**src/rtl/dbg_rc_pkg.sv**
```systemverilog
package dbg_rc_pkg;

    // control register bit positions
    localparam int unsigned CB_ACTIVE  = 0;
    localparam int unsigned CB_SYSRST  = 1;
    localparam int unsigned CB_HARTRST = 2;
    localparam int unsigned CB_RESUME  = 3;
    localparam int unsigned CB_HALT    = 4;
    localparam int unsigned CB_SEL_LSB = 8;

    // status register bit positions
    localparam int unsigned SB_ALL_HALT    = 0;
    localparam int unsigned SB_ANY_HALT    = 1;
    localparam int unsigned SB_ALL_RUN     = 2;
    localparam int unsigned SB_ANY_RUN     = 3;
    localparam int unsigned SB_ALL_UNAVAIL = 4;
    localparam int unsigned SB_ANY_UNAVAIL = 5;
    localparam int unsigned SB_ALL_NONEX   = 6;
    localparam int unsigned SB_ANY_NONEX   = 7;
    localparam int unsigned SB_ALL_RESACK  = 8;
    localparam int unsigned SB_ANY_RESACK  = 9;
    localparam int unsigned SB_AUTH        = 10;
    localparam int unsigned SB_IMPL_BREAK  = 11;
    localparam int unsigned SB_VER_LSB     = 12;
    localparam logic [3:0]  STATUS_VERSION = 4'd2;

    // packed so that bit n of the struct matches control bit n
    typedef struct packed {
        logic halt;
        logic resume;
        logic hart_rst;
        logic sys_rst;
        logic active;
    } ctrl_flags_t;

endpackage

```
**src/rtl/dbg_rc_regif.sv**
```systemverilog
module dbg_rc_regif
    import dbg_rc_pkg::*;
#(
    parameter int unsigned ADDR_W    = 7,
    parameter int unsigned DATA_W    = 32,
    parameter int unsigned SEL_W     = 4,
    parameter int unsigned CTRL_ADDR = 8,
    parameter int unsigned STAT_ADDR = 9
) (
    input  logic              clk_i,
    input  logic              rst_ni,
    input  logic              req_valid_i,
    input  logic              req_write_i,
    input  logic [ADDR_W-1:0] req_addr_i,
    input  logic [DATA_W-1:0] req_wdata_i,
    input  logic [DATA_W-1:0] status_word_i,
    output logic              rsp_valid_o,
    output logic              rsp_err_o,
    output logic [DATA_W-1:0] rsp_rdata_o,
    output ctrl_flags_t       flags_o,
    output logic [SEL_W-1:0]  sel_o,
    output logic              activate_o,
    output logic              resume_set_o,
    output logic [SEL_W-1:0]  cmd_sel_o
);

    localparam logic [ADDR_W-1:0] CTRL_A  = ADDR_W'(CTRL_ADDR);
    localparam logic [ADDR_W-1:0] STAT_A  = ADDR_W'(STAT_ADDR);
    localparam int unsigned       FLAGS_W = $bits(ctrl_flags_t);

    typedef struct packed {
        ctrl_flags_t       flags;
        logic [SEL_W-1:0]  sel;
        logic              rsp_valid;
        logic              rsp_err;
        logic [DATA_W-1:0] rdata;
    } regif_state_t;

    regif_state_t s_d, s_q;
    logic         wr_ctrl_d;
    logic         rd_d;
    ctrl_flags_t  wr_flags_d;
    logic         activate_d;

    always_comb begin
        wr_ctrl_d  = req_valid_i && req_write_i && (req_addr_i == CTRL_A);
        rd_d       = req_valid_i && !req_write_i;
        wr_flags_d = ctrl_flags_t'(req_wdata_i[FLAGS_W-1:0]);
        activate_d = wr_ctrl_d && !s_q.flags.active && wr_flags_d.active;

        s_d           = s_q;
        s_d.rsp_valid = req_valid_i;
        s_d.rsp_err   = 1'b0;
        s_d.rdata     = '0;

        if (rd_d) begin
            if (req_addr_i == CTRL_A) begin
                s_d.rdata[FLAGS_W-1:0]           = s_q.flags;
                s_d.rdata[CB_SEL_LSB +: SEL_W]   = s_q.sel;
            end else if (req_addr_i == STAT_A) begin
                s_d.rdata = status_word_i;
            end else begin
                s_d.rsp_err = 1'b1;
            end
        end

        if (wr_ctrl_d) begin
            if (activate_d) begin
                s_d.flags = '0;
                s_d.sel   = '0;
            end
            if (wr_flags_d.active) begin
                s_d.flags = wr_flags_d;
                s_d.sel   = req_wdata_i[CB_SEL_LSB +: SEL_W];
            end else begin
                s_d.flags.active = 1'b0;
            end
        end
    end

    always_ff @(posedge clk_i or negedge rst_ni) begin
        if (!rst_ni) begin
            s_q <= '0;
        end else begin
            s_q <= s_d;
        end
    end

    assign rsp_valid_o  = s_q.rsp_valid;
    assign rsp_err_o    = s_q.rsp_err;
    assign rsp_rdata_o  = s_q.rdata;
    assign flags_o      = s_q.flags;
    assign sel_o        = s_q.sel;
    assign activate_o   = activate_d;
    assign resume_set_o = wr_ctrl_d && wr_flags_d.active && wr_flags_d.resume;
    assign cmd_sel_o    = req_wdata_i[CB_SEL_LSB +: SEL_W];

endmodule

```
**src/rtl/dbg_rc_hart_state.sv**
```systemverilog
module dbg_rc_hart_state #(
    parameter int unsigned NUM_HARTS = 4,
    parameter int unsigned SEL_W     = 4
) (
    input  logic                 clk_i,
    input  logic                 rst_ni,
    input  logic                 activate_i,
    input  logic                 resume_set_i,
    input  logic [SEL_W-1:0]     cmd_sel_i,
    input  logic [NUM_HARTS-1:0] halted_i,
    input  logic [NUM_HARTS-1:0] resuming_i,
    output logic [NUM_HARTS-1:0] halted_o,
    output logic [NUM_HARTS-1:0] resflag_o,
    output logic [NUM_HARTS-1:0] resack_o
);

    typedef struct packed {
        logic [NUM_HARTS-1:0] halted;
        logic [NUM_HARTS-1:0] resflag;
        logic [NUM_HARTS-1:0] resack;
    } hart_state_t;

    hart_state_t h_d, h_q;

    // order of precedence, lowest first: resuming, halted, activation, resume write
    always_comb begin
        h_d = h_q;
        for (int i = 0; i < NUM_HARTS; i++) begin
            if (resuming_i[i]) begin
                h_d.resflag[i] = 1'b0;
                h_d.halted[i]  = 1'b0;
                h_d.resack[i]  = 1'b1;
            end
            if (halted_i[i]) begin
                h_d.halted[i] = 1'b1;
            end
            if (activate_i) begin
                h_d.resflag[i] = 1'b0;
                h_d.resack[i]  = 1'b0;
            end
            if (resume_set_i && (cmd_sel_i == SEL_W'(i))) begin
                h_d.resflag[i] = 1'b1;
                h_d.resack[i]  = 1'b0;
            end
        end
    end

    always_ff @(posedge clk_i or negedge rst_ni) begin
        if (!rst_ni) begin
            h_q <= '0;
        end else begin
            h_q <= h_d;
        end
    end

    assign halted_o  = h_q.halted;
    assign resflag_o = h_q.resflag;
    assign resack_o  = h_q.resack;

endmodule

```
**src/rtl/dbg_rc_status.sv**
```systemverilog
module dbg_rc_status
    import dbg_rc_pkg::*;
#(
    parameter int unsigned NUM_HARTS = 4,
    parameter int unsigned SEL_W     = 4,
    parameter int unsigned DATA_W    = 32
) (
    input  logic [SEL_W-1:0]     sel_i,
    input  logic [NUM_HARTS-1:0] halted_i,
    input  logic [NUM_HARTS-1:0] resack_i,
    output logic [DATA_W-1:0]    status_o
);

    logic exists_d;
    logic halted_d;
    logic resack_d;

    always_comb begin
        exists_d = 1'b0;
        halted_d = 1'b0;
        resack_d = 1'b0;
        for (int i = 0; i < NUM_HARTS; i++) begin
            if (sel_i == SEL_W'(i)) begin
                exists_d = 1'b1;
                halted_d = halted_i[i];
                resack_d = resack_i[i];
            end
        end

        status_o                          = '0;
        status_o[SB_ALL_HALT]             = exists_d && halted_d;
        status_o[SB_ANY_HALT]             = exists_d && halted_d;
        status_o[SB_ALL_RUN]              = exists_d && !halted_d;
        status_o[SB_ANY_RUN]              = exists_d && !halted_d;
        status_o[SB_ALL_UNAVAIL]          = 1'b0;
        status_o[SB_ANY_UNAVAIL]          = 1'b0;
        status_o[SB_ALL_NONEX]            = !exists_d;
        status_o[SB_ANY_NONEX]            = !exists_d;
        status_o[SB_ALL_RESACK]           = exists_d && resack_d;
        status_o[SB_ANY_RESACK]           = exists_d && resack_d;
        status_o[SB_AUTH]                 = 1'b1;
        status_o[SB_IMPL_BREAK]           = 1'b1;
        status_o[SB_VER_LSB +: 4]         = STATUS_VERSION;
    end

endmodule

```
**src/rtl/dbg_run_ctrl.sv**
```systemverilog
module dbg_run_ctrl
    import dbg_rc_pkg::*;
#(
    parameter int unsigned NUM_HARTS = 4,
    parameter int unsigned SEL_W     = 4,
    parameter int unsigned ADDR_W    = 7,
    parameter int unsigned DATA_W    = 32,
    parameter int unsigned CTRL_ADDR = 8,
    parameter int unsigned STAT_ADDR = 9
) (
    input  logic                 clk_i,
    input  logic                 rst_ni,
    input  logic                 req_valid_i,
    input  logic                 req_write_i,
    input  logic [ADDR_W-1:0]    req_addr_i,
    input  logic [DATA_W-1:0]    req_wdata_i,
    output logic                 rsp_valid_o,
    output logic                 rsp_err_o,
    output logic [DATA_W-1:0]    rsp_rdata_o,
    input  logic [NUM_HARTS-1:0] hart_halted_i,
    input  logic [NUM_HARTS-1:0] hart_resuming_i,
    output logic [NUM_HARTS-1:0] halt_req_o,
    output logic [NUM_HARTS-1:0] resume_req_o,
    output logic [NUM_HARTS-1:0] hart_reset_o
);

    ctrl_flags_t          flags;
    logic [SEL_W-1:0]     sel;
    logic                 activate;
    logic                 resume_set;
    logic [SEL_W-1:0]     cmd_sel;
    logic [DATA_W-1:0]    status_word;
    logic [NUM_HARTS-1:0] halted;
    logic [NUM_HARTS-1:0] resflag;
    logic [NUM_HARTS-1:0] resack;

    dbg_rc_regif #(
        .ADDR_W   (ADDR_W),
        .DATA_W   (DATA_W),
        .SEL_W    (SEL_W),
        .CTRL_ADDR(CTRL_ADDR),
        .STAT_ADDR(STAT_ADDR)
    ) i_regif (
        .clk_i        (clk_i),
        .rst_ni       (rst_ni),
        .req_valid_i  (req_valid_i),
        .req_write_i  (req_write_i),
        .req_addr_i   (req_addr_i),
        .req_wdata_i  (req_wdata_i),
        .status_word_i(status_word),
        .rsp_valid_o  (rsp_valid_o),
        .rsp_err_o    (rsp_err_o),
        .rsp_rdata_o  (rsp_rdata_o),
        .flags_o      (flags),
        .sel_o        (sel),
        .activate_o   (activate),
        .resume_set_o (resume_set),
        .cmd_sel_o    (cmd_sel)
    );

    dbg_rc_hart_state #(
        .NUM_HARTS(NUM_HARTS),
        .SEL_W    (SEL_W)
    ) i_hart_state (
        .clk_i       (clk_i),
        .rst_ni      (rst_ni),
        .activate_i  (activate),
        .resume_set_i(resume_set),
        .cmd_sel_i   (cmd_sel),
        .halted_i    (hart_halted_i),
        .resuming_i  (hart_resuming_i),
        .halted_o    (halted),
        .resflag_o   (resflag),
        .resack_o    (resack)
    );

    dbg_rc_status #(
        .NUM_HARTS(NUM_HARTS),
        .SEL_W    (SEL_W),
        .DATA_W   (DATA_W)
    ) i_status (
        .sel_i   (sel),
        .halted_i(halted),
        .resack_i(resack),
        .status_o(status_word)
    );

    for (genvar g = 0; g < NUM_HARTS; g++) begin : g_hart
        logic sel_hit;
        assign sel_hit         = (sel == SEL_W'(g));
        assign halt_req_o[g]   = flags.active && flags.halt && sel_hit;
        assign hart_reset_o[g] = flags.active && (flags.sys_rst || (flags.hart_rst && sel_hit));
    end

    assign resume_req_o = resflag;

endmodule

```
**config.mk**
```make
export PLATFORM = sky130hd
export DESIGN_NAME = dbg_run_ctrl
export DESIGN_NICKNAME = d
export VERILOG_FILES = /design/src/rtl/dbg_rc_pkg.sv /design/src/rtl/dbg_rc_regif.sv /design/src/rtl/dbg_rc_hart_state.sv /design/src/rtl/dbg_rc_status.sv /design/src/rtl/dbg_run_ctrl.sv
export SDC_FILE = /design/constraint.sdc
export NUM_CORES = 1
export LEC_CHECK = 0
export BUFFER_PORTS_ARGS = -buffer_cell sky130_fd_sc_hd__buf_2
export CAP_MARGIN = 25
export CORE_MARGIN = 2
export CORE_UTILIZATION = 39
export CTS_CLUSTER_DIAMETER = 60
export DETAILED_ROUTE_END_ITERATION = 16
export PLACE_DENSITY = 0.78
export SYNTH_ARGS = -nofsm -noshare
export SYNTH_HDL_FRONTEND = slang
export SYNTH_SLANG_ARGS = --single-unit
```
**constraint.sdc**
```tcl
create_clock -name clk_i -period 1.4 [get_ports clk_i]
set_input_delay 0.28 -clock clk_i [delete_from_list [all_inputs] [get_ports clk_i]]
set_output_delay 0.28 -clock clk_i [all_outputs]
set_load 0.01 [all_outputs]
```
# Yosys cells after proc, flatten, opt, wreduce, memory -nomap -nowiden
# Cells that the tools add are included.
# word_totals
output_inout_bits,46
ff_bits,55
input_bits,51
elab_cells,127
# op_classes
n_reduce_logical,47
n_mux,51
eq_ne,8
# ops
cell,n
$mux W1,42
$mux W33,1
$logic_and A1 B1 Y1,27
$mux W21,1
$eq A4 B2 Y1 const B,4
$eq A7 B4 Y1 const B,2
$mux W14,1
$mux W4,3
$reduce_bool A3 Y1,4
$reduce_bool A2 Y1,5
$mux W9,1
$eq A4 B1 Y1 const B,2
$logic_not A4 Y1,2
$mux W5,1
$logic_not A1 Y1,4
$logic_or A1 B1 Y1,4
$mux W3,1
$reduce_and A2 Y1,1

# Depth between registers and ports, before layout
# Gate-level depths: netlist of the first run.
# depth
ltp_word,10
mapped_depth,5
ltp_nobuf,4

# Cells and area by module
# From an unflattened synthesis of the first run, not the netlist that was laid out.
# unflattened
hier_cells,208
area_unflattened_um2,2494.9
# by_module_without_submodules
mod,instances,cells_each,area_per_inst_um2,seq_area_each_um2
dbg_rc_regif,1,117,1617.8,1076.0
dbg_rc_hart_state,1,40,499.2,300.3
dbg_rc_status,1,36,292.8,0.0
dbg_run_ctrl,1,15,85.1,0.0

# Least setup slack after synthesis of the first run
# No wires, ideal clock.
# synth_timing
kind,input to register
from,input port req_addr_i[1]
to,"register i_regif.s_q, in the netlist i_regif.flags_o[3]"
arrival_ps,1475
required_time_ps,1275
path_buffers,1
slack_ps,-200
setup_ps,125
stages,5
cell_sequence,nor4_4 and3_1 and3_4 buf_12 mux2_4
# synth_between
elab_chain_len,6
# synth_lines
element,line,source
from (decl),dbg_run_ctrl.sv:15,"input logic [ADDR_W-1:0] req_addr_i,"
$eq A7 B4 Y1 (*),dbg_rc_regif.sv:46,wr_ctrl_d = req_valid_i && req_write_i && (req_addr_i == CTRL_A);
$logic_and A1 B1 Y1 (*),dbg_rc_regif.sv:46,
$logic_and A1 B1 Y1 (2 in a row),dbg_rc_regif.sv:49,activate_d = wr_ctrl_d && !s_q.flags.active && wr_flags_d.active;
$reduce_bool A2 Y1 (no line),n/a,
$reduce_and A2 Y1 (no line) (*),n/a,
to (signal assigned),dbg_rc_regif.sv:83,s_q <= '0;
to (signal assigned),dbg_rc_regif.sv:85,s_q <= s_d;
to (decl),dbg_rc_regif.sv:39,"regif_state_t s_d, s_q;"
# Every way passes the cells marked *; elsewhere a longest branch is shown, timed or not.
# A chain may end at the register's enable or synchronous reset.

# Worst setup path in the final report of the first run
# layout_timing
from,"register i_regif.s_q, in the netlist i_regif.sel_o[3]"
to,output port halt_req_o[1]
# layout_between
elab_chain_len,2
# layout_lines
element,line,source
$eq A4 B1 Y1,dbg_run_ctrl.sv:90,assign sel_hit = (sel == SEL_W'(g));
$logic_and A1 B1 Y1,dbg_run_ctrl.sv:91,assign halt_req_o[g] = flags.active && flags.halt && sel_hit;
to (decl),dbg_run_ctrl.sv:22,"output logic [NUM_HARTS-1:0] halt_req_o,"
# Every way passes these cells.

==> results of run 1 <==
## flip-flops by register name, indices dropped and copies added, names as in the netlist
| signal | flops |
|---|---|
| i_regif.rsp_rdata_o | 11 |
| i_regif.flags_o | 5 |
| i_hart_state.halted_o | 4 |
| i_hart_state.resack_o | 4 |
| i_hart_state.resflag_o | 4 |
| i_regif.sel_o | 4 |
| i_regif.rsp_err_o | 1 |
| i_regif.rsp_valid_o | 1 |
## metrics by stage
stage          instance area (µm²)  worst slack, ns  total power [µW]   util
6_report                      2270           -0.299              2160  0.556
5_1_grt                       2270           -0.405              2240  0.556
4_1_cts                       2250           -0.303              2170  0.550
3_5_place_dp                  2040           -0.257              1230  0.500
3_3_place_gp                  2040           -0.231              1220  0.500
2_1_floorplan                 1780           -0.187              1160      -
## worst paths after layout
path,depth (start not counted),end,slack (ns)
min in group clk_i,2,i_hart_state.halted_o[3]$_DFFE_PN0P_,0.17
hold reg to reg,1,i_hart_state.halted_o[3]$_DFFE_PN0P_,0.48
max in group asynchronous,2,i_regif.sel_o[0]$_DFFE_PN0P_,1.07
setup reg to reg,4,i_regif.rsp_rdata_o[3]$_DFF_PN0_,-0.06
hold / removal,2,i_regif.rsp_rdata_o[9]$_DFF_PN0_,-0.002
setup / recovery,5,halt_req_o[1],-0.30
## placed cells by master, fill, tap and decap left out, types with 2 or more instances in the layout
| cell type | n |
|---|---|
| a21oi_1 | 7 |
| mux2_2 | 2 |
| inv_1 | 5 |
| nand2b_1 | 3 |
| clkbuf_8 | 6 |
| buf_4 | 18 |
| a21o_1 | 6 |
| nor2_1 | 10 |
| nand4_1 | 2 |
| a21oi_2 | 2 |
| nor2b_1 | 4 |
| buf_6 | 3 |
| mux2_4 | 6 |
| buf_2 | 53 |
| nand3_1 | 6 |
| nand2_1 | 14 |
| nor3b_2 | 4 |
| o21ai_0 | 4 |
| nor3_1 | 2 |
| mux4_2 | 2 |
| dfrtp_1 | 33 |
| conb_1 | 20 |
| o21a_1 | 3 |
## power groups by stage
stage               sequential, µW  clock [µW]  combinational [µW]
floorplan                     1030           0                 128
global placement              1030           0                 191
detailed placement            1030           0                 196
CTS                           1020         937                 212
global route                  1020         979                 242
finish                        1020         920                 218
## logic make-up (layout without fill, tap and decap cells)
kind of cell           count (synthesis)  after routing  synth area share
AOI/OAI and AO/OA                     23             23            0.0833
buffers and inverters                 30             86             0.122
DFF                                   34             34             0.501
muxes                                 10             10            0.0929
other                                  1             20           0.00221
and+or+nand+nor                       59             60             0.198
## layer usage
metal | vias up | GRT usage | routed length (µm)
met2 | 47 | 0.305 | 2090
met4 | 0 | 0.0705 | 106
met5 | - | 0 | 0
met1 | 672 | 0.190 | 1510
li1 | 649 | - | -
met3 | 10 | 0.0462 | 244
## worst max-delay path: cells and delay by family, from the launching register on
kind,cells,cell delay (ns)
buffers and inverters,2,0.29
and+or+nand+nor,3,0.45
DFF,1,0.41
## area by class of cell
cell class / count / area, µm² / area share
repair buffers: 74 / 434 / 0.191
flip-flops and latches: 34 / 852 / 0.375
clock buffers: 6 / 82.6 / 0.0363
inverters: 5 / 18.8 / 0.00826
multi-input cells: 113 / 793 / 0.349
well taps: 50 / 62.6 / 0.0275
clock inverters: 1 / 30.0 / 0.0132
## timing repair
| action | in CTS | in global routing |
|---|---|---|
| buffers inserted | 3 | 2 |
| resized for setup | 16 | 3 |
| cloned | 0 | 1 |
| pin swaps | 5 | 1 |
| setup endpoints to repair | 12 | 15 |
| endpoints found under the hold margin | 0 | 0 |
| hold buffers | 0 | 0 |
==> impl_metrics.ini, run 1 <==
[timing]
fin_tns_setup_ns = -2.37
fin_crit_sh = 1.21
setup_viol = 12
holdWs_ns = -0.00210
rsz0062_at_grt = yes
fin_crit_ns = 1.70
skew_ns = 0.00500
fin_ws_ns = -0.299
fmax_ghz = 0.588
slew_violations = 0
hold_viol_final = 2

[setup_path]
r2r-start = i_regif.sel_o[0]$_DFFE_PN0P_
required_ns = 1.12
cpMaxStageDelayCell = dfrtp_1
worstSetupStartpointType = flip-flop
critPathKind = reg -> out
startpoint = i_regif.sel_o[3]$_DFFE_PN0P_
critPathCaptureType = output pin
cp_slowest_stage_delay_ns = 0.41
worstPathArrival_ns = 1.42
cp_cell_sequence = nor2_4 -> buf_6 -> nand3_4 -> nor3b_2 -> buf_2
worstPathMaxFanout = 4

[power]
leakage_uw = 0.00118
swShare = 0.226
power_density_mw_per_mm2 = 948
pwr-share-seq = 0.472
pwr-share-clk = 0.427
p_int_uw = 1670
netSwitchingPower_uw = 488
ir_drop_v = 0.000509
p_comb_frac = 0.101

[die]
dieArea_mm2 = 0.00489
row_count = 23
fp.coreArea_mm2 = 0.00409
die_w_um = 70.0
start_util = 0.415
die-height_um = 70.0
top_level_ports = 97

[outcome]
violations = hold timing, setup timing
outcome = complete, but fails checks

[logic_synthesis]
synth_edf_count = 0
yosys.cell_types.count = 31
avgSynthCellArea_um2 = 10.8
ys_seq_area_frac = 0.501
synth_ff_type = dfrtp_1
synth_area_leaders = dfrtp_1 (50%), buf_4 (9.3%), mux2_4 (5.3%)
netlist_instances = 157
synth_top_area_frac = 0.501
synthArstFlopShare = 1.00
synthTopCellsByCount = dfrtp_1 (34), buf_4 (21), nand2_1 (15), nor2_1 (11), a21oi_1 (9)
synth_seq_cells = 34
synth.most_common_cell = dfrtp_1
synth_largest_area_cell = dfrtp_1
netlist_area_mm2 = 0.00170
synth_warnings = 0

[clocking]
clockBufferDepth = 2
clk_pin_slew_ns = 0.07
h-tree-depth = 2
clk_root_buffer_cell = clkbuf_8
cts_made_buffers = 5
clkSinkCount = 34
clk_latency_ns = 0.29
cts_tree = built

[detailed_routing]
vias_per_cell = 4.87
wl_per_cell_um = 14.0
drtIter0Drc = 83
num_vias = 1378
route.antenna.remaining_nets = 0
remaining_drc_errors = 0
dr.pass1.iters = 4
wl_mm = 3.95

[global_routing]
grt_pass1_vias = 1404
grt_first_pass_wirelength_mm = 6.47
antenna_found_initial = 0
grt_overflow = 0
grt_max_degree = 35
track_usage = 0.171

[job]
maxCapViolCount = 0

[placement]
portBuffers = 53
place.gp.congestion = 0.852
dp_cells = 271
place_hpwl_mm = 2.87

[layout]
drive_gt1_frac = 0.468
antenna_cells = 0
nFillCells = 377
fin_nets = 284
finalNonFillerCells = 283
syn_to_final_growth_pct = 34.0

[worst_hold_path]
hold_class = in -> async
No activity file was read; power rests on OpenSTA's default activity.
==> run 2: changes to the inputs <==
--- a/config.mk
+++ b/config.mk
@@ -8,10 +8,12 @@
 export BUFFER_PORTS_ARGS = -buffer_cell sky130_fd_sc_hd__buf_2
 export CAP_MARGIN = 25
 export CORE_MARGIN = 2
-export CORE_UTILIZATION = 39
+export CORE_UTILIZATION = 40
 export CTS_CLUSTER_DIAMETER = 60
 export DETAILED_ROUTE_END_ITERATION = 16
-export PLACE_DENSITY = 0.78
+export PLACE_DENSITY = 0.73
 export SYNTH_ARGS = -nofsm -noshare
 export SYNTH_HDL_FRONTEND = slang
+export SYNTH_HIERARCHICAL = 1
 export SYNTH_SLANG_ARGS = --single-unit
+export TNS_END_PERCENT = 5
==> impl_metrics.ini, run 2 <==
[die]
dieArea_mm2 = 0.00688
top_level_ports = 97
die_w_um = 83.0
start_util = 0.416
fp.coreArea_mm2 = 0.00599
die-height_um = 83.0
row_count = 28

[timing]
fin_tns_setup_ns = -6.72
setup_viol = 33
hold_viol_final = 0
rsz0062_at_grt = yes
fin_crit_sh = 1.30
fin_ws_ns = -0.422
fin_crit_ns = 1.82
skew_ns = 0.00600
fmax_ghz = 0.549
slew_violations = 0

[clocking]
h-tree-depth = 2
cts_tree = built
clkSinkCount = 55
clk_pin_slew_ns = 0.10
clk_root_buffer_cell = clkbuf_8
clk_latency_ns = 0.31
clockBufferDepth = 2
cts_made_buffers = 5

[global_routing]
grt_overflow = 0
grt_pass1_vias = 1707
grt_first_pass_wirelength_mm = 8.11
grt_max_degree = 42
antenna_found_initial = 0
track_usage = 0.146

[worst_hold_path]
hold_depth = 2
hold_path_end = i_hart_state/halted_o[2]$_DFFE_PN0P_
min_from = hart_halted_i[2]
hold_class = in -> reg

[logic_synthesis]
netlist_instances = 208
synth_edf_count = 0
synth.most_common_cell = dfrtp_1
yosys.cell_types.count = 37
synthTopCellsByCount = dfrtp_1 (55), buf_4 (32), nor2_1 (26), and2_1 (22), mux2i_1 (9)
synth_seq_cells = 55
synth_warnings = 6
ys_seq_area_frac = 0.552
synth_ff_type = dfrtp_1
synth_area_leaders = dfrtp_1 (55%), buf_4 (9.6%), and2_1 (5.5%)
synthArstFlopShare = 1.00
synth_top_area_frac = 0.552
avgSynthCellArea_um2 = 12.0
netlist_area_mm2 = 0.00249
synth_largest_area_cell = dfrtp_1

[setup_path]
worstPathMaxFanout = 4
reg2reg_slack_ns = -0.14
worstPathArrival_ns = 1.54
rr_endpoint = i_regif/rsp_rdata_o[1]$_DFF_PN0_
worstSetupStartpointType = flip-flop
required_ns = 1.12
r2r-start = i_regif/sel_o[0]$_DFFE_PN0P_
critPathCaptureType = output pin
r2r_cells = 5
critPathKind = reg -> out

[power]
pwr-share-clk = 0.325
pwr-share-seq = 0.590
leakage_uw = 0.00174
ir_drop_v = 0.000491
swShare = 0.243
p_comb_frac = 0.085
netSwitchingPower_uw = 666
power_density_mw_per_mm2 = 875
p_int_uw = 2080

[layout]
mostFrequentLayoutCell = buf_2
regArea_mm2 = 0.00138
largest_reg_flops = 32
fin_nets = 344
drive_gt1_frac = 0.459
syn_to_final_growth_pct = 25.8
final_util = 0.524
antenna_cells = 0
mostFrequentLayoutCells = buf_2 (72), dfrtp_1 (54), conb_1 (24)
nFillCells = 525
multi_input_area_um2 = 990

[detailed_routing]
drtIter0Drc = 66
dr.pass1.iters = 4
route.antenna.remaining_nets = 0
num_vias = 1651
wl_mm = 4.86
vias_per_cell = 4.47
wl_per_cell_um = 13.2
remaining_drc_errors = 0

[outcome]
outcome = complete, but fails checks
violations = setup timing

[placement]
place_hpwl_mm = 3.63
place.gp.congestion = 0.778
portBuffers = 73

[job]
maxCapViolCount = 0
-- run 2: changes by cell type in the layout (fill, tap and decap cells not counted), moves of 5 or more --
cell,before,now
nand2_1,14,6
nor2_1,10,20
dfrtp_1,33,54
nor2_2,0,5
mux2i_1,0,9
buf_2,53,72
a21oi_1,7,0
and2_1,1,22
nand3_1,6,0
-- run 2: layout make-up --
cell class,count,share of cell area
sequential,55,0.439
multi-input combinational,131,0.315
timing repair buffer,94,0.179
tap,75,0.0299
clock buffer,5,0.0219
clock inverter,3,0.00718
inverter,6,0.00718
-- run 2: critical path: stages, from the launching register on --
cell and delay (ns):
dfrtp_2 0.45, or4b_4 0.53, o21ai_1 0.12, buf_2 0.14
-- run 2: how the worst max path moves through the flow --
stage | startpoint | end | cells after the start
final | i_regif/sel_o[0]$_DFFE_PN0P_ | hart_reset_o[2] | 3
after global routing | i_regif/sel_o[2]$_DFFE_PN0P_ | hart_reset_o[2] | 3
after CTS | i_regif/sel_o[0]$_DFFE_PN0P_ | hart_reset_o[0] | 3
after detailed placement | req_addr_i[5] | i_hart_state/resack_o[0]$_DFFE_PN0P_ | 6
after global placement | req_addr_i[5] | i_hart_state/resack_o[0]$_DFFE_PN0P_ | 6
after floorplan | req_addr_i[5] | i_hart_state/resack_o[0]$_DFFE_PN0P_ | 6
-- run 2: kinds of logic (layout without fill, tap and decap cells) --
family / Yosys count / in the layout / synth area share
compound gates: 17 / 17 / 0.0532
buf+inv: 44 / 108 / 0.118
flops: 55 / 55 / 0.552
mux: 19 / 19 / 0.101
other cells: 2 / 24 / 0.00301
simple gates: 71 / 71 / 0.173
-- run 2: timing repair --
action	in CTS	in global routing
hold endpoints to repair	14	0
hold buffers	1	0
pin swaps	11	3
setup buffers	2	0
resized for setup	16	8
endpoints found under the setup margin	36	36
-- run 2: power by group through the flow --
stage	registers (µW)	logic, µW	clock network, µW
2_1_floorplan	1650	154	0
3_3_place_gp	1650	207	0
3_5_place_dp	1650	211	0
4_1_cts	1620	230	933
5_1_grt	1620	258	1010
6_report	1620	233	892
-- run 2: layer usage --
metal | up-vias | GRT usage | wire length [µm]
li1 | 802 | - | -
met1 | 803 | 0.173 | 2110
met2 | 41 | 0.262 | 2440
met3 | 5 | 0.0427 | 255
met4 | 0 | 0.0298 | 53
met5 | - | 0 | 0
-- run 2: per-stage QoR --
step | power [µW] | area (µm²) | std cells | setup WS, ns | hold WS, ns
2_1_floorplan | 1810 | 2590 | 230 | -0.484 | -0.0156
3_3_place_gp | 1860 | 2930 | 358 | -0.496 | 0.219
3_5_place_dp | 1860 | 2930 | 358 | -0.538 | 0.229
4_1_cts | 2780 | 3110 | 369 | -0.445 | 0.141
5_1_grt | 2890 | 3140 | 369 | -0.482 | 0.136
6_report | 2750 | 3140 | 369 | -0.422 | 0.145
==> run 3: changes to the inputs <==
--- a/config.mk
+++ b/config.mk
@@ -7,11 +7,13 @@
 export LEC_CHECK = 0
 export BUFFER_PORTS_ARGS = -buffer_cell sky130_fd_sc_hd__buf_2
 export CAP_MARGIN = 25
+export CELL_PAD_IN_SITES_DETAIL_PLACEMENT = 1
+export CELL_PAD_IN_SITES_GLOBAL_PLACEMENT = 2
 export CORE_MARGIN = 2
-export CORE_UTILIZATION = 40
+export CORE_UTILIZATION = 27
 export CTS_CLUSTER_DIAMETER = 60
 export DETAILED_ROUTE_END_ITERATION = 16
-export PLACE_DENSITY = 0.73
+export PLACE_DENSITY = 0.78
 export SYNTH_ARGS = -nofsm -noshare
 export SYNTH_HDL_FRONTEND = slang
 export SYNTH_HIERARCHICAL = 1
==> constraint.sdc (replaced) <==
create_clock -name clk_i -period 1.4 [get_ports clk_i]
set_input_delay 0 -clock clk_i [delete_from_list [all_inputs] [get_ports clk_i]]
set_output_delay 0 -clock clk_i [all_outputs]
set_load 0.01 [all_outputs]
==> impl_metrics.ini, run 3 (synthesized netlist as in run 2, its figures left out) <==
[timing]
fin_ws_ns = -0.222
hold_viol_final = 0
fin_crit_ns = 1.62
skew_ns = 0.00496
fin_crit_sh = 1.16
slew_violations = 0
rsz0062_at_grt = yes
setup_viol = 12
holdWs_ns = 0.0121
fmax_ghz = 0.617

[clocking]
clkSinkCount = 55
clk_root_buffer_cell = clkbuf_8
clockBufferDepth = 2
clk_pin_slew_ns = 0.10
h-tree-depth = 2
cts_made_buffers = 5
cts_tree = built
clk_latency_ns = 0.31

[global_routing]
grt_overflow = 0
busiest_layer = met2
grt_max_degree = 56
use_met1 = 0.155
antenna_found_initial = 0
grt_pass1_vias = 1811
use_met2 = 0.203
grt_first_pass_wirelength_mm = 9.32
grt_use_met3 = 0.0327
track_usage = 0.122

[power]
leakage_uw = 0.00175
power_density_mw_per_mm2 = 845
ir_drop_v = 0.000398
p_total_uw = 2760

[die]
top_level_ports = 97
row_count = 35
fp.coreArea_mm2 = 0.00911
die_w_um = 100
dieArea_mm2 = 0.0100
die-height_um = 100
start_util = 0.274

[layout]
final_util = 0.358
mostFrequentLayoutCells = buf_2 (73), dfrtp_1 (51), conb_1 (24)
largest_reg_flops = 32
drive_gt1_frac = 0.412
nFillCells = 1045
antenna_cells = 0
postLayoutCellArea_mm2 = 0.00326
fin_nets = 358
mostFrequentLayoutCell = buf_2
syn_to_final_growth_pct = 30.7

[outcome]
outcome = complete, but fails checks
violations = setup timing

[setup_path]
worstPathMaxFanout = 6
worstSetupStartpointType = flip-flop
worstPathArrival_ns = 1.62
critPathKind = reg -> out
critPathCaptureType = output pin
cp_slowest_stage_delay_ns = 0.49
cp_cell_sequence = buf_6 -> or4b_4 -> o21ai_2 -> buf_2
required_ns = 1.40
cpMaxStageDelayCell = or4b_4

[placement]
dpl_cell_area_mm2 = 0.00295
place_hpwl_mm = 4.27
portBuffers = 73
place.gp.congestion = 0.722

[job]
maxCapViolCount = 0

[detailed_routing]
drtIter0Drc = 20
num_vias = 1726
wl_per_cell_um = 14.0
route.antenna.remaining_nets = 0
remaining_drc_errors = 0
vias_per_cell = 4.12
wl_mm = 5.87
dr.pass1.iters = 4

[worst_hold_path]
hold_class = in -> reg
-- run 3: worst paths after layout --
check	slack, ns	startpoint	endpoint	cells after the start
max	-0.22	i_regif/sel_o[0]$_DFFE_PN0P_	hart_reset_o[2]	4
min in group asynchronous	0.22	rst_ni	i_regif/rsp_rdata_o[11]$_DFF_PN0_	3
max reg2reg	-0.13	i_regif/sel_o[0]$_DFFE_PN0P_	i_regif/rsp_rdata_o[0]$_DFF_PN0_	5
min	0.01	hart_resuming_i[1]	i_hart_state/resack_o[1]$_DFFE_PN0P_	3
max in group asynchronous	0.93	rst_ni	i_regif/sel_o[1]$_DFFE_PN0P_	3
min reg2reg	0.52	i_hart_state/resflag_o[1]$_DFFE_PN0P_	i_hart_state/resflag_o[1]$_DFFE_PN0P_	1
-- run 3: layout make-up --
class	instances	area (µm²)	area share
multi-input cells	131	946	0.290
repair buffers	108	692	0.212
inverters	6	22.5	0.00690
clock inverters	1	5.00	0.00153
flip-flops and latches	55	1380	0.423
well taps	111	139	0.0426
clock buffers	7	76.3	0.0234
-- run 3: what timing repair did --
action	in CTS	in global routing
pin swaps	1	6
resized for setup	7	6
setup buffers	1	0
hold endpoints to repair	70	0
hold buffers	19	0
gates cloned	0	0
endpoints found under the setup margin	14	17
-- run 3: stage by stage --
stage,TNS (ns),setup WS (ns),instances
finish,-1.64,-0.222,419
detailed placement,-5.81,-0.330,391
global route,-2.64,-0.288,419
global placement,-4.71,-0.249,391
floorplan,-2.13,-0.204,230
CTS,-1.96,-0.260,419
-- run 3: power breakdown --
| group | leakage [µW] | total [µW] | internal (µW) | switching, µW |
|---|---|---|---|---|
| clock network | 0.0000422 | 868 | 353 | 515 |
| logic | 0.000986 | 266 | 137 | 129 |
| registers | 0.000724 | 1620 | 1610 | 15.9 |
| total | 0.00175 | 2760 | 2100 | 660 |
-- run 3: per-layer routing --
metal,vias up,part of all wire
li1,824,-
met1,846,0.45
met2,53,0.49
met3,3,0.056
met4,0,0.0065
met5,-,0
-- run 3: critical path, delay by kind of cell, from the launching register on --
family                 cells  cell delay, ns
and+or+nand+nor            1            0.49
DFF                        1            0.43
AOI/OAI and AO/OA          1            0.12
buffers and inverters      2            0.27
